==> src/rtl/manch_rx_pkg.sv <==
package manch_rx_pkg;

    // Receive link state: nothing seen, acquiring, carrier present
    typedef enum logic [1:0] {
        LN_IDLE = 2'd0,
        LN_HUNT = 2'd1,
        LN_LOCK = 2'd2
    } link_st_e;

    // Default sample ratio and lock / tail sizes
    localparam int unsigned DEF_OSR        = 8;
    localparam int unsigned DEF_FILT_LEN   = 2;
    localparam int unsigned DEF_LOCK_CELLS = 2;
    localparam int unsigned DEF_TAIL_BITS  = 5;

endpackage

==> src/rtl/manch_rx_infilt.sv <==
module manch_rx_infilt #(
    parameter int unsigned FILT_LEN = 2
) (
    input  logic clk,
    input  logic rst_n,
    input  logic line_in,
    input  logic loop_en,
    input  logic loop_in,
    output logic lvl_o,
    output logic edge_o
);

    typedef struct packed {
        logic [FILT_LEN-1:0] sh;   // newest sample in bit 0
        logic                f;    // filtered level
        logic                p;    // filtered level one sample ago
    } filt_s;

    filt_s r_d, r_q;
    logic  sel_w;

    assign sel_w = loop_en ? loop_in : line_in;

    always_comb begin
        r_d    = r_q;
        r_d.sh = {r_q.sh[FILT_LEN-2:0], sel_w};
        if (r_q.sh == '0) begin
            r_d.f = 1'b0;
        end else if (r_q.sh == '1) begin
            r_d.f = 1'b1;
        end
        r_d.p = r_q.f;
    end

    always_ff @(posedge clk or negedge rst_n) begin
        if (!rst_n) begin
            r_q <= '0;
        end else begin
            r_q <= r_d;
        end
    end

    assign lvl_o  = r_q.f;
    assign edge_o = r_q.f ^ r_q.p;

    generate
        if (FILT_LEN == 2) begin : g_chk2

            glitch_span_chk: assert property (@(posedge clk) disable iff (!rst_n)
                !$stable(r_q.f) |-> ($past(sel_w, 2) == r_q.f) && ($past(sel_w, 3) == r_q.f));
        end
    endgenerate

endmodule

==> src/rtl/manch_rx_slicer.sv <==
module manch_rx_slicer
    import manch_rx_pkg::*;
#(
    parameter int unsigned OSR        = 8,
    parameter int unsigned LOCK_CELLS = 2
) (
    input  logic clk,
    input  logic rst_n,
    input  logic lvl_i,
    input  logic edge_i,
    output logic mid_o,
    output logic eof_o,
    output logic lock_nx_o,
    output logic crs_o,
    output logic rxd_o
);

    localparam int unsigned BND_LIM = (OSR * 3) / 4;
    localparam int unsigned EOF_LIM = (OSR * 3) / 2;
    localparam int unsigned CW      = $clog2(EOF_LIM + 1);
    localparam int unsigned NW      = $clog2(LOCK_CELLS + 1);
    localparam logic [CW-1:0] BND_C = CW'(BND_LIM);
    localparam logic [CW-1:0] EOF_C = CW'(EOF_LIM);
    localparam logic [CW-1:0] ONE_C = CW'(1);
    localparam logic [NW-1:0] LCK_C = NW'(LOCK_CELLS);
    localparam logic [NW-1:0] N1_C  = NW'(1);

    typedef struct packed {
        link_st_e        st;
        logic [CW-1:0]   cnt;    // samples since last accepted mid edge
        logic [NW-1:0]   cells;  // accepted mid edges while acquiring
        logic            rxd;
    } slc_s;

    slc_s s_d, s_q;
    logic accept_w;
    logic mid_w;
    logic eof_w;

    assign accept_w = edge_i && (s_q.cnt >= BND_C);

    always_comb begin
        s_d   = s_q;
        mid_w = 1'b0;
        eof_w = 1'b0;
        unique case (s_q.st)
            LN_IDLE: begin
                if (edge_i) begin
                    s_d.st    = LN_HUNT;
                    s_d.cells = N1_C;
                    mid_w     = 1'b1;
                end
            end
            LN_HUNT: begin
                if (accept_w) begin
                    mid_w = 1'b1;
                    if (s_q.cells == LCK_C) begin
                        s_d.st  = LN_LOCK;
                        s_d.rxd = lvl_i;
                    end else begin
                        s_d.cells = s_q.cells + N1_C;
                    end
                end else if (s_q.cnt >= EOF_C) begin
                    s_d.st = LN_IDLE;
                end
            end
            LN_LOCK: begin
                if (accept_w) begin
                    mid_w   = 1'b1;
                    s_d.rxd = lvl_i;
                end else if (s_q.cnt >= EOF_C) begin
                    s_d.st = LN_IDLE;
                    eof_w  = 1'b1;
                end
            end
            default: begin
                s_d.st = LN_IDLE;
            end
        endcase

        if (mid_w) begin
            s_d.cnt = ONE_C;
        end else if (s_q.cnt < EOF_C) begin
            s_d.cnt = s_q.cnt + ONE_C;
        end
    end

    always_ff @(posedge clk or negedge rst_n) begin
        if (!rst_n) begin
            s_q <= '{st: LN_IDLE, cnt: '0, cells: '0, rxd: 1'b0};
        end else begin
            s_q <= s_d;
        end
    end

    assign mid_o     = mid_w;
    assign eof_o     = eof_w;
    assign lock_nx_o = (s_d.st == LN_LOCK);
    assign crs_o     = (s_q.st == LN_LOCK);
    assign rxd_o     = s_q.rxd;


    lock_from_hunt_chk: assert property (@(posedge clk) disable iff (!rst_n)
        $rose(crs_o) |-> ($past(s_q.st) == LN_HUNT));


    boundary_skip_chk: assert property (@(posedge clk) disable iff (!rst_n)
        (crs_o && edge_i && (s_q.cnt < BND_C)) |=> $stable(rxd_o));


    window_bound_chk: assert property (@(posedge clk) disable iff (!rst_n)
        crs_o |-> (s_q.cnt <= EOF_C));

endmodule

==> src/rtl/manch_rx_clkout.sv <==
module manch_rx_clkout #(
    parameter int unsigned OSR       = 8,
    parameter int unsigned TAIL_BITS = 5
) (
    input  logic clk,
    input  logic rst_n,
    input  logic mid_i,
    input  logic eof_i,
    input  logic lock_nx_i,
    input  logic crs_i,
    output logic rxc_o
);

    localparam int unsigned HALF     = OSR / 2;
    localparam int unsigned TAIL_LEN = TAIL_BITS * OSR;
    localparam int unsigned PW       = $clog2(OSR);
    localparam int unsigned TW       = $clog2(TAIL_LEN + 1);
    localparam logic [PW-1:0] PH_TOP  = PW'(OSR - 1);
    localparam logic [PW-1:0] PH_HALF = PW'(HALF);
    localparam logic [PW-1:0] PH_ONE  = PW'(1);
    localparam logic [TW-1:0] TL_LEN  = TW'(TAIL_LEN);
    localparam logic [TW-1:0] TL_ONE  = TW'(1);

    typedef struct packed {
        logic [PW-1:0] ph;    // sample phase inside the recovered cell
        logic [TW-1:0] tail;  // samples left in the post-frame run
        logic          rxc;
    } ck_s;

    ck_s  c_d, c_q;
    logic run_w;

    always_comb begin
        c_d = c_q;
        if (mid_i) begin
            c_d.ph = '0;
        end else if (c_q.ph == PH_TOP) begin
            c_d.ph = '0;
        end else begin
            c_d.ph = c_q.ph + PH_ONE;
        end

        if (eof_i) begin
            c_d.tail = TL_LEN;
        end else if (c_q.tail != '0) begin
            c_d.tail = c_q.tail - TL_ONE;
        end

        run_w   = lock_nx_i || (c_d.tail != '0);
        c_d.rxc = run_w && (c_d.ph >= PH_HALF);
    end

    always_ff @(posedge clk or negedge rst_n) begin
        if (!rst_n) begin
            c_q <= '0;
        end else begin
            c_q <= c_d;
        end
    end

    assign rxc_o = c_q.rxc;


    parked_low_chk: assert property (@(posedge clk) disable iff (!rst_n)
        (!crs_i && (c_q.tail == '0)) |-> !rxc_o);


    tail_after_crs_chk: assert property (@(posedge clk) disable iff (!rst_n)
        (c_q.tail != '0) |-> !crs_i);

endmodule

==> src/rtl/manch_rx_decoder.sv <==
module manch_rx_decoder
    import manch_rx_pkg::*;
#(
    parameter int unsigned OSR        = DEF_OSR,
    parameter int unsigned FILT_LEN   = DEF_FILT_LEN,
    parameter int unsigned LOCK_CELLS = DEF_LOCK_CELLS,
    parameter int unsigned TAIL_BITS  = DEF_TAIL_BITS
) (
    input  logic clk,
    input  logic rst_n,
    input  logic line_in,
    input  logic loop_en,
    input  logic loop_in,
    output logic crs,
    output logic rxd,
    output logic rxc
);

    logic lvl_w;
    logic edge_w;
    logic mid_w;
    logic eof_w;
    logic lock_nx_w;

    manch_rx_infilt #(
        .FILT_LEN (FILT_LEN)
    ) u_filt (
        .clk     (clk),
        .rst_n   (rst_n),
        .line_in (line_in),
        .loop_en (loop_en),
        .loop_in (loop_in),
        .lvl_o   (lvl_w),
        .edge_o  (edge_w)
    );

    manch_rx_slicer #(
        .OSR        (OSR),
        .LOCK_CELLS (LOCK_CELLS)
    ) u_slice (
        .clk       (clk),
        .rst_n     (rst_n),
        .lvl_i     (lvl_w),
        .edge_i    (edge_w),
        .mid_o     (mid_w),
        .eof_o     (eof_w),
        .lock_nx_o (lock_nx_w),
        .crs_o     (crs),
        .rxd_o     (rxd)
    );

    manch_rx_clkout #(
        .OSR       (OSR),
        .TAIL_BITS (TAIL_BITS)
    ) u_clk (
        .clk       (clk),
        .rst_n     (rst_n),
        .mid_i     (mid_w),
        .eof_i     (eof_w),
        .lock_nx_i (lock_nx_w),
        .crs_i     (crs),
        .rxc_o     (rxc)
    );


    data_on_low_clk_chk: assert property (@(posedge clk) disable iff (!rst_n)
        !$stable(rxd) |-> !rxc);

endmodule

==> config.mk <==
export PLATFORM = sky130hd
export DESIGN_NAME = manch_rx_decoder
export DESIGN_NICKNAME = d
export VERILOG_FILES = /design/src/rtl/manch_rx_pkg.sv /design/src/rtl/manch_rx_infilt.sv /design/src/rtl/manch_rx_slicer.sv /design/src/rtl/manch_rx_clkout.sv /design/src/rtl/manch_rx_decoder.sv
export SDC_FILE = /design/constraint.sdc
export NUM_CORES = 1
export LEC_CHECK = 0
export BUFFER_PORTS_ARGS = -buffer_cell sky130_fd_sc_hd__buf_4
export CAP_MARGIN = 15
export CORE_UTILIZATION = 55
export DETAILED_ROUTE_END_ITERATION = 6
export GPL_ROUTABILITY_DRIVEN = 0
export PLACE_DENSITY = 0.81
export SYNTH_ARGS = -nofsm -noshare
export SYNTH_HDL_FRONTEND = slang
export SYNTH_HIERARCHICAL = 1
export SYNTH_SLANG_ARGS = --single-unit
export TNS_END_PERCENT = 20
==> constraint.sdc <==
create_clock -name clk -period 4.67 [get_ports clk]
set_clock_uncertainty 0.15 [all_clocks]
set_input_delay 0.7005 -clock clk [delete_from_list [all_inputs] [get_ports clk]]
set_output_delay 0.7005 -clock clk [all_outputs]
set_load 0.01 [all_outputs]
==> results of run 1 <==
[worst min path at each step]
stage | cells after the start | slack, ns | startpoint | to
5_1_grt | 1 | 0.12 | rst_n | u_slice/s_q[8]$_DFF_PN0_
2_1_floorplan | 0 | 0.20 | u_filt/r_d[3]$_DFF_PN0_ | u_filt/r_q[3]$_DFF_PN0_
6_report | 1 | 0.12 | rst_n | u_slice/s_q[2]$_DFFE_PN0P_
3_5_place_dp | 0 | 0.23 | u_filt/r_d[3]$_DFF_PN0_ | u_filt/r_q[3]$_DFF_PN0_
3_3_place_gp | 0 | 0.22 | u_filt/r_d[3]$_DFF_PN0_ | u_filt/r_q[3]$_DFF_PN0_
4_1_cts | 1 | 0.12 | rst_n | u_slice/s_q[2]$_DFFE_PN0P_
[kinds of logic after synthesis]
kind of cell	after synthesis
and+or+nand+nor	51
AOI/OAI and AO/OA	27
DFF	23
buffers and inverters	14
adders and majority gates	12
xor gates and xnor gates	4
muxes	3
[power by group through the flow]
stage / combinational [uW] / clock, uW / sequential (uW)
6_report: 521 / 90.7 / 379
4_1_cts: 519 / 95.7 / 376
3_3_place_gp: 490 / 0 / 375
5_1_grt: 586 / 101 / 388
3_5_place_dp: 515 / 0 / 380
2_1_floorplan: 411 / 0 / 361
[state kept, by name (all words and copies together), names as in the netlist]
name,flops
u_filt/r_d,1
u_slice/s_q,8
u_filt/lvl_o,1
u_clk/rxc_o,1
u_clk/c_q,9
u_filt/r_q,2
u_slice/rxd_o,1
[synthesized netlist by cell type (2+ instances only)]
cell and instances:
a211oi_1 2, o211ai_1 2, or3_4 2, ha_1 12
dfrtp_1 23, nor2_1 15, nand2_1 9, a21oi_2 2
nor3_1 5, nor2b_1 2, o21a_1 2, nand3_1 2
a21oi_1 5, nand2b_1 7, o21ai_1 2, or3_1 2
inv_1 13, o31ai_1 2, xnor2_1 3
[critical path, delay by kind of cell, from the launching register on]
kind             cells  cell delay [ns]
AND/OR/NAND/NOR      3             0.54
XOR/XNOR             1             0.49
flip-flops           1             0.43
AO/OA/AOI/OAI        3             0.47
[placed cells by master, fill, tap and decap left out, types with 3 or more instances in the layout]
cell | synthesis | layout
nand2_1 | 9 | 9
nor3_1 | 5 | 5
xnor2_1 | 3 | 3
ha_1 | 12 | 12
nand2b_1 | 7 | 7
nor2_1 | 15 | 15
dfrtp_1 | 23 | 23
clkbuf_4 | 0 | 3
inv_1 | 13 | 13
buf_4 | 0 | 7
a21oi_1 | 5 | 5
[through the flow]
stage / total power [uW] / std cells
6_report: 991 / 172
3_5_place_dp: 895 / 168
4_1_cts: 990 / 172
3_3_place_gp: 865 / 168
2_1_floorplan: 772 / 134
5_1_grt: 1080 / 172
[layout make-up]
type / count / area share, %
clock buffers: 3 / 1.56
clock inverters: 1 / 0.346
flip-flops and latches: 23 / 39.8
repair buffers: 7 / 3.64
multi-input cells: 97 / 48.8
inverters: 13 / 3.38
well taps: 28 / 2.42
[layer usage]
| metal | routed length, um | GRT usage, % | vias up | share of wire, % |
|---|---|---|---|---|
| li1 | - | - | 485 | - |
| met1 | 1130 | 24.1 | 471 | 47 |
| met2 | 1150 | 37.5 | 26 | 48 |
| met3 | 98 | 3.87 | 2 | 4.1 |
| met4 | 17 | 8.56 | 0 | 0.71 |
| met5 | 0 | 0 | - | 0 |
==> metrics, run 1 <==
worst-skew pair later-pin latency 0.30 ns; combinational family with the most area after synthesis simple AND/OR/NAND/NOR gates; clk buf depth 2; Cell Rows 17; Synth area leaders dfrtp_1 43%, ha_1 11%, nor2_1 4.2%; Compound-Gate Fraction of Synth Area 15.6%; Pwr Density 686 nW/um^2; Slew @ Worst Pin 0.558 ns; layout cells sized above 1 15.3%; CTS clk-pin slew, worst paths 0.13 ns; largest area contributor in the netlist dfrtp_1; die area 2630 sq um; Tcrit/Tclk final 46.0%; Final Util 64.1%; dpl ws 2.54 ns; Post-DP HPWL 1.78 mm; Critical Path Source Type register; Die W 51.3 um; Global Route Usage Sum 20.8%; final hold slack 0.117 ns; DRT antenna net count 0; slack of the worst reg-to-reg path 2.52 ns; syn_nets 151; count of final setup violators 0; worst setup path endpoint u_clk/rxc_o$_DFF_PN0_; PnR worst setup slack 2.52 ns; status finished, final reports clean; CP max-delay cell xor2_1; RR Endpoint u_clk/rxc_o$_DFF_PN0_; I/O Pins 8; WL/cell 13.9 um; root buf cell clkbuf_4; CTS resizes 0; worst-path cell chain xor2_1 -> and3b_1 -> o21ai_1 -> nor4b_2 -> o2bb2ai_2 -> nor2_1 -> a41oi_1; core area 2250 sq um; number of synthesized register bits 23; Fin. Hold Viols 0; Cell Area, Synth 1340 sq um; detail-routed via count per cell 5.72; Reg power frac 38.2%; initial antenna violation count 0; Clock power frac 9.2%; Placed Area 1420 sq um; Async SR Flop Fraction 100%; Post-Synthesis Cells 134; Filler cells 193; register area 576 sq um; worst endpoint required time 4.75 ns; GRT Residual Overflow 0; finished layout cell area 1450 sq um; CP Data Arrival Time 2.23 ns; Critical path origin u_filt/lvl_o$_DFFE_PN0P_; CP Capture Type register; critical path's largest stage delay 0.49 ns; Yosys Warn Count 6; post-synthesis adder-cell area fraction 11.2%; Num CTS Buffers 3; drt total wl 2.40 mm; CP max FO 8; internal power 552 uW; area fraction of the dominant cell type after synthesis 43.1%; TNS Setup 0 ns; Worst IR Drop VDD 0.000374 V; RSZ-0062 raised after global routing false; vias in the first global route 971; Post-CTS Repair Setup Buffers 0; R2R depth 7; Vias 984; sw frac 44.3%; RR Startpoint u_filt/lvl_o$_DFFE_PN0P_; largest net degree at the start of global routing 24; Synth cell types 41; drt drc 0; Slew Limit Fails 0; CTS tree built; footprint of the multi-input gates 706 sq um; max cap viols 0; port bufs 7; slew margin rel. 62.7%; register area share after synthesis 43.1%; DIE HEIGHT 51.3 um; top_reg_cell synth dfrtp_1; minimum clock period 2.15 ns; EDFF count, synth 0; Net Sw Power 439 uW; Area Growth Syn to Fin 8.25%; # H-tree levels 1; TritonCTS Sinks 23; combinational share of power 52.6%; Synth Area in XOR/XNOR 2.62%; CP Class register to register; initial core utilization 59.2%; Final nets 162; CTS Hold Bufs 0; DRT iter0 DRCs 28; Hold Crit Class input port to async pin; DR pass1 iterations 4; Syn Area/Cell 9.96 sq um; leakage power 0.000695 uW; first-pass GRT wire length 4.05 mm; Ant. Diodes 0; mux contribution to synthesized area 2.72%; simple-gate share of the synthesized area 20.7%; fmax 466 MHz
Note: power is estimated with default switching activity, not from simulation.
==> inputs of run 2 (changes only) <==
Clock period 4.67 ns to 2 ns, I/O delays scaled along.
==> metrics, run 2 (synthesis results as in run 1) <==
drt drc 0 (unchanged); Tcrit/Tclk final 95.1% (+49 points); CP max-delay cell dfrtp_1; dpl ws 0.0255 ns (-2.51 ns); CP max FO 7 (-1); Critical Path Source Type register; Cell Rows 17 (unchanged); core area 2250 sq um (unchanged); DRT iter0 DRCs 24 (-14%); dpl cells 171 (+1.8%); count of final setup violators 0 (unchanged); critical path's largest stage delay 0.42 ns (-0.07 ns); Slew Limit Fails 0 (unchanged); largest net degree at the start of global routing 24 (unchanged); Die W 51.3 um (unchanged); Hold Crit Class input port to register; CTS clk-pin slew, worst paths 0.12 ns (about the same); initial core utilization 59.2% (unchanged); vias in the first global route 978 (+0.72%); DRT antenna net count 0 (unchanged); port bufs 7 (unchanged); worst endpoint required time 2.08 ns (-2.67 ns); worst-path cell chain xor2_1 -> buf_4 -> nand2b_1 -> o21ai_1 -> nor4b_4 -> o2bb2ai_2 -> nor2_1 -> a41oi_1; Final nets 169 (+4.3%); layout cells sized above 1 20.5% (+5.3 points); commonest non-fill, non-tap cells in the layout 23 x dfrtp_1, 15 x nor2_1, 13 x buf_4, 13 x inv_1; Largest register FFs 9 (unchanged); GRT Residual Overflow 0 (unchanged); status finished, final reports clean; register with the most flip-flops u_clk/c_q; Num CTS Buffers 3 (unchanged); DIE HEIGHT 51.3 um (unchanged); CP Data Arrival Time 1.98 ns (-0.25 ns); R2R depth 8 (+1); CTS tree built; clk buf depth 2 (unchanged); die area 2630 sq um (unchanged); most common cell after layout, fill and taps aside dfrtp_1; Worst IR Drop VDD 0.000983 V (+160%); Slew @ Worst Pin 0.357 ns (-0.201 ns); minimum clock period 1.90 ns (-0.245 ns); WL/cell 14.6 um (+4.3%); Largest regs u_clk/c_q (9), u_slice/s_q (8), u_filt/r_q (2); Fin. Hold Viols 0 (unchanged); Ant. Diodes 0 (unchanged); root buf cell clkbuf_4; Vias 1012 (+2.8%); PnR worst setup slack 0.0983 ns (-2.43 ns); # H-tree levels 1 (unchanged); slew margin rel. 75.9% (+13 points); worst-skew pair later-pin latency 0.31 ns (about the same); CP Capture Type register; hold depth 2; first-pass GRT wire length 4.31 mm (+6.5%); Post-DP HPWL 1.87 mm (+5.0%); Area Growth Syn to Fin 15.8%; TNS Setup 0 ns (unchanged); Global Route Usage Sum 22.8% (+2.0 points); I/O Pins 8 (unchanged); TritonCTS Sinks 23 (unchanged); Non-Filler Instances 179 (+4.1%); drt total wl 2.61 mm (+8.6%); Pwr Density 1630 nW/um^2 (+140%); DR pass1 iterations 4 (unchanged); fmax 526 MHz (+13%); max cap viols 0 (unchanged); detail-routed via count per cell 5.65 (-1.2%); CP Class register to register; leakage power 0.000731 uW (+5.2%); initial antenna violation count 0 (unchanged)
[run 2: cell types whose count changed in the layout (fill, tap and decap cells not counted)]
cell	delta
ha_4	+2
ha_2	+1
dlygate4sd3_1	+1
buf_4	+6
clkbuf_1	+1
ha_1	-3
nor4b_4	+1
nor4b_2	-1
a21oi_4	+1
clkinv_2	-1
a21oi_1	-1
[run 2: area by class of cell]
class | count | area, sq um
fillers | 178 | 708
repair buffers | 14 | 108
clock buffers | 4 | 26.3
inverters | 13 | 48.8
multi-input cells | 97 | 753
well taps | 28 | 35.0
flip-flops and latches | 23 | 576
[run 2: per-layer routing]
| metal | vias to the layer above | GRT usage [%] | share of wire (%) |
|---|---|---|---|
| li1 | 500 | - | - |
| met1 | 493 | 29.0 | 45 |
| met2 | 15 | 37.9 | 51 |
| met3 | 4 | 3.57 | 2.1 |
| met4 | 0 | 10.8 | 1.2 |
| met5 | - | 0 | 0 |
[run 2: per-stage QoR]
| stage | utilization, % | area (sq um) | total power (uW) | hold WS (ns) |
|---|---|---|---|---|
| finish | 68.6 | 1550 | 2520 | 0.0593 |
| global route | 68.6 | 1550 | 2740 | 0.0426 |
| CTS | 65.6 | 1480 | 2390 | 0.0541 |
| detailed placement | 63.9 | 1440 | 2150 | 0.0604 |
| global placement | 63.9 | 1440 | 2060 | 0.0593 |
| floorplan | - | 1340 | 1800 | -0.146 |
[run 2: power by group]
group	total [uW]	leakage, uW	switching (uW)	internal (uW)
clock	215	0.0000150	137	78.0
sequential	875	0.000278	202	673
combinational	1430	0.000438	764	663
[run 2: worst max-delay path, delay by kind of cell (launching register included)]
family | cells | cell delay [ns]
xor gates and xnor gates | 1 | 0.18
and+or+nand+nor | 3 | 0.46
AOI/OAI and AO/OA | 3 | 0.45
DFF | 1 | 0.42
buffers and inverters | 1 | 0.17
[run 2: path summary, 6_finish.rpt]
check,start,to,slack (ns)
min in group asynchronous,rst_n,u_slice/s_q[2]$_DFFE_PN0P_,0.25
max,u_filt/lvl_o$_DFFE_PN0P_,u_clk/rxc_o$_DFF_PN0_,0.1
max in group asynchronous,rst_n,u_clk/c_q[7]$_DFF_PN0_,1.22
min reg2reg,u_filt/r_d[3]$_DFF_PN0_,u_filt/r_q[3]$_DFF_PN0_,0.25
max reg2reg,u_filt/lvl_o$_DFFE_PN0P_,u_clk/rxc_o$_DFF_PN0_,0.1
min,loop_in,u_filt/r_d[3]$_DFF_PN0_,0.06
[run 2: timing repair]
item	in CTS	in global routing
hold endpoints to repair	23	0
resized for setup	1	7
cloned	0	0
hold buffers	1	0
setup buffers	0	3
endpoints found under the setup margin	1	1
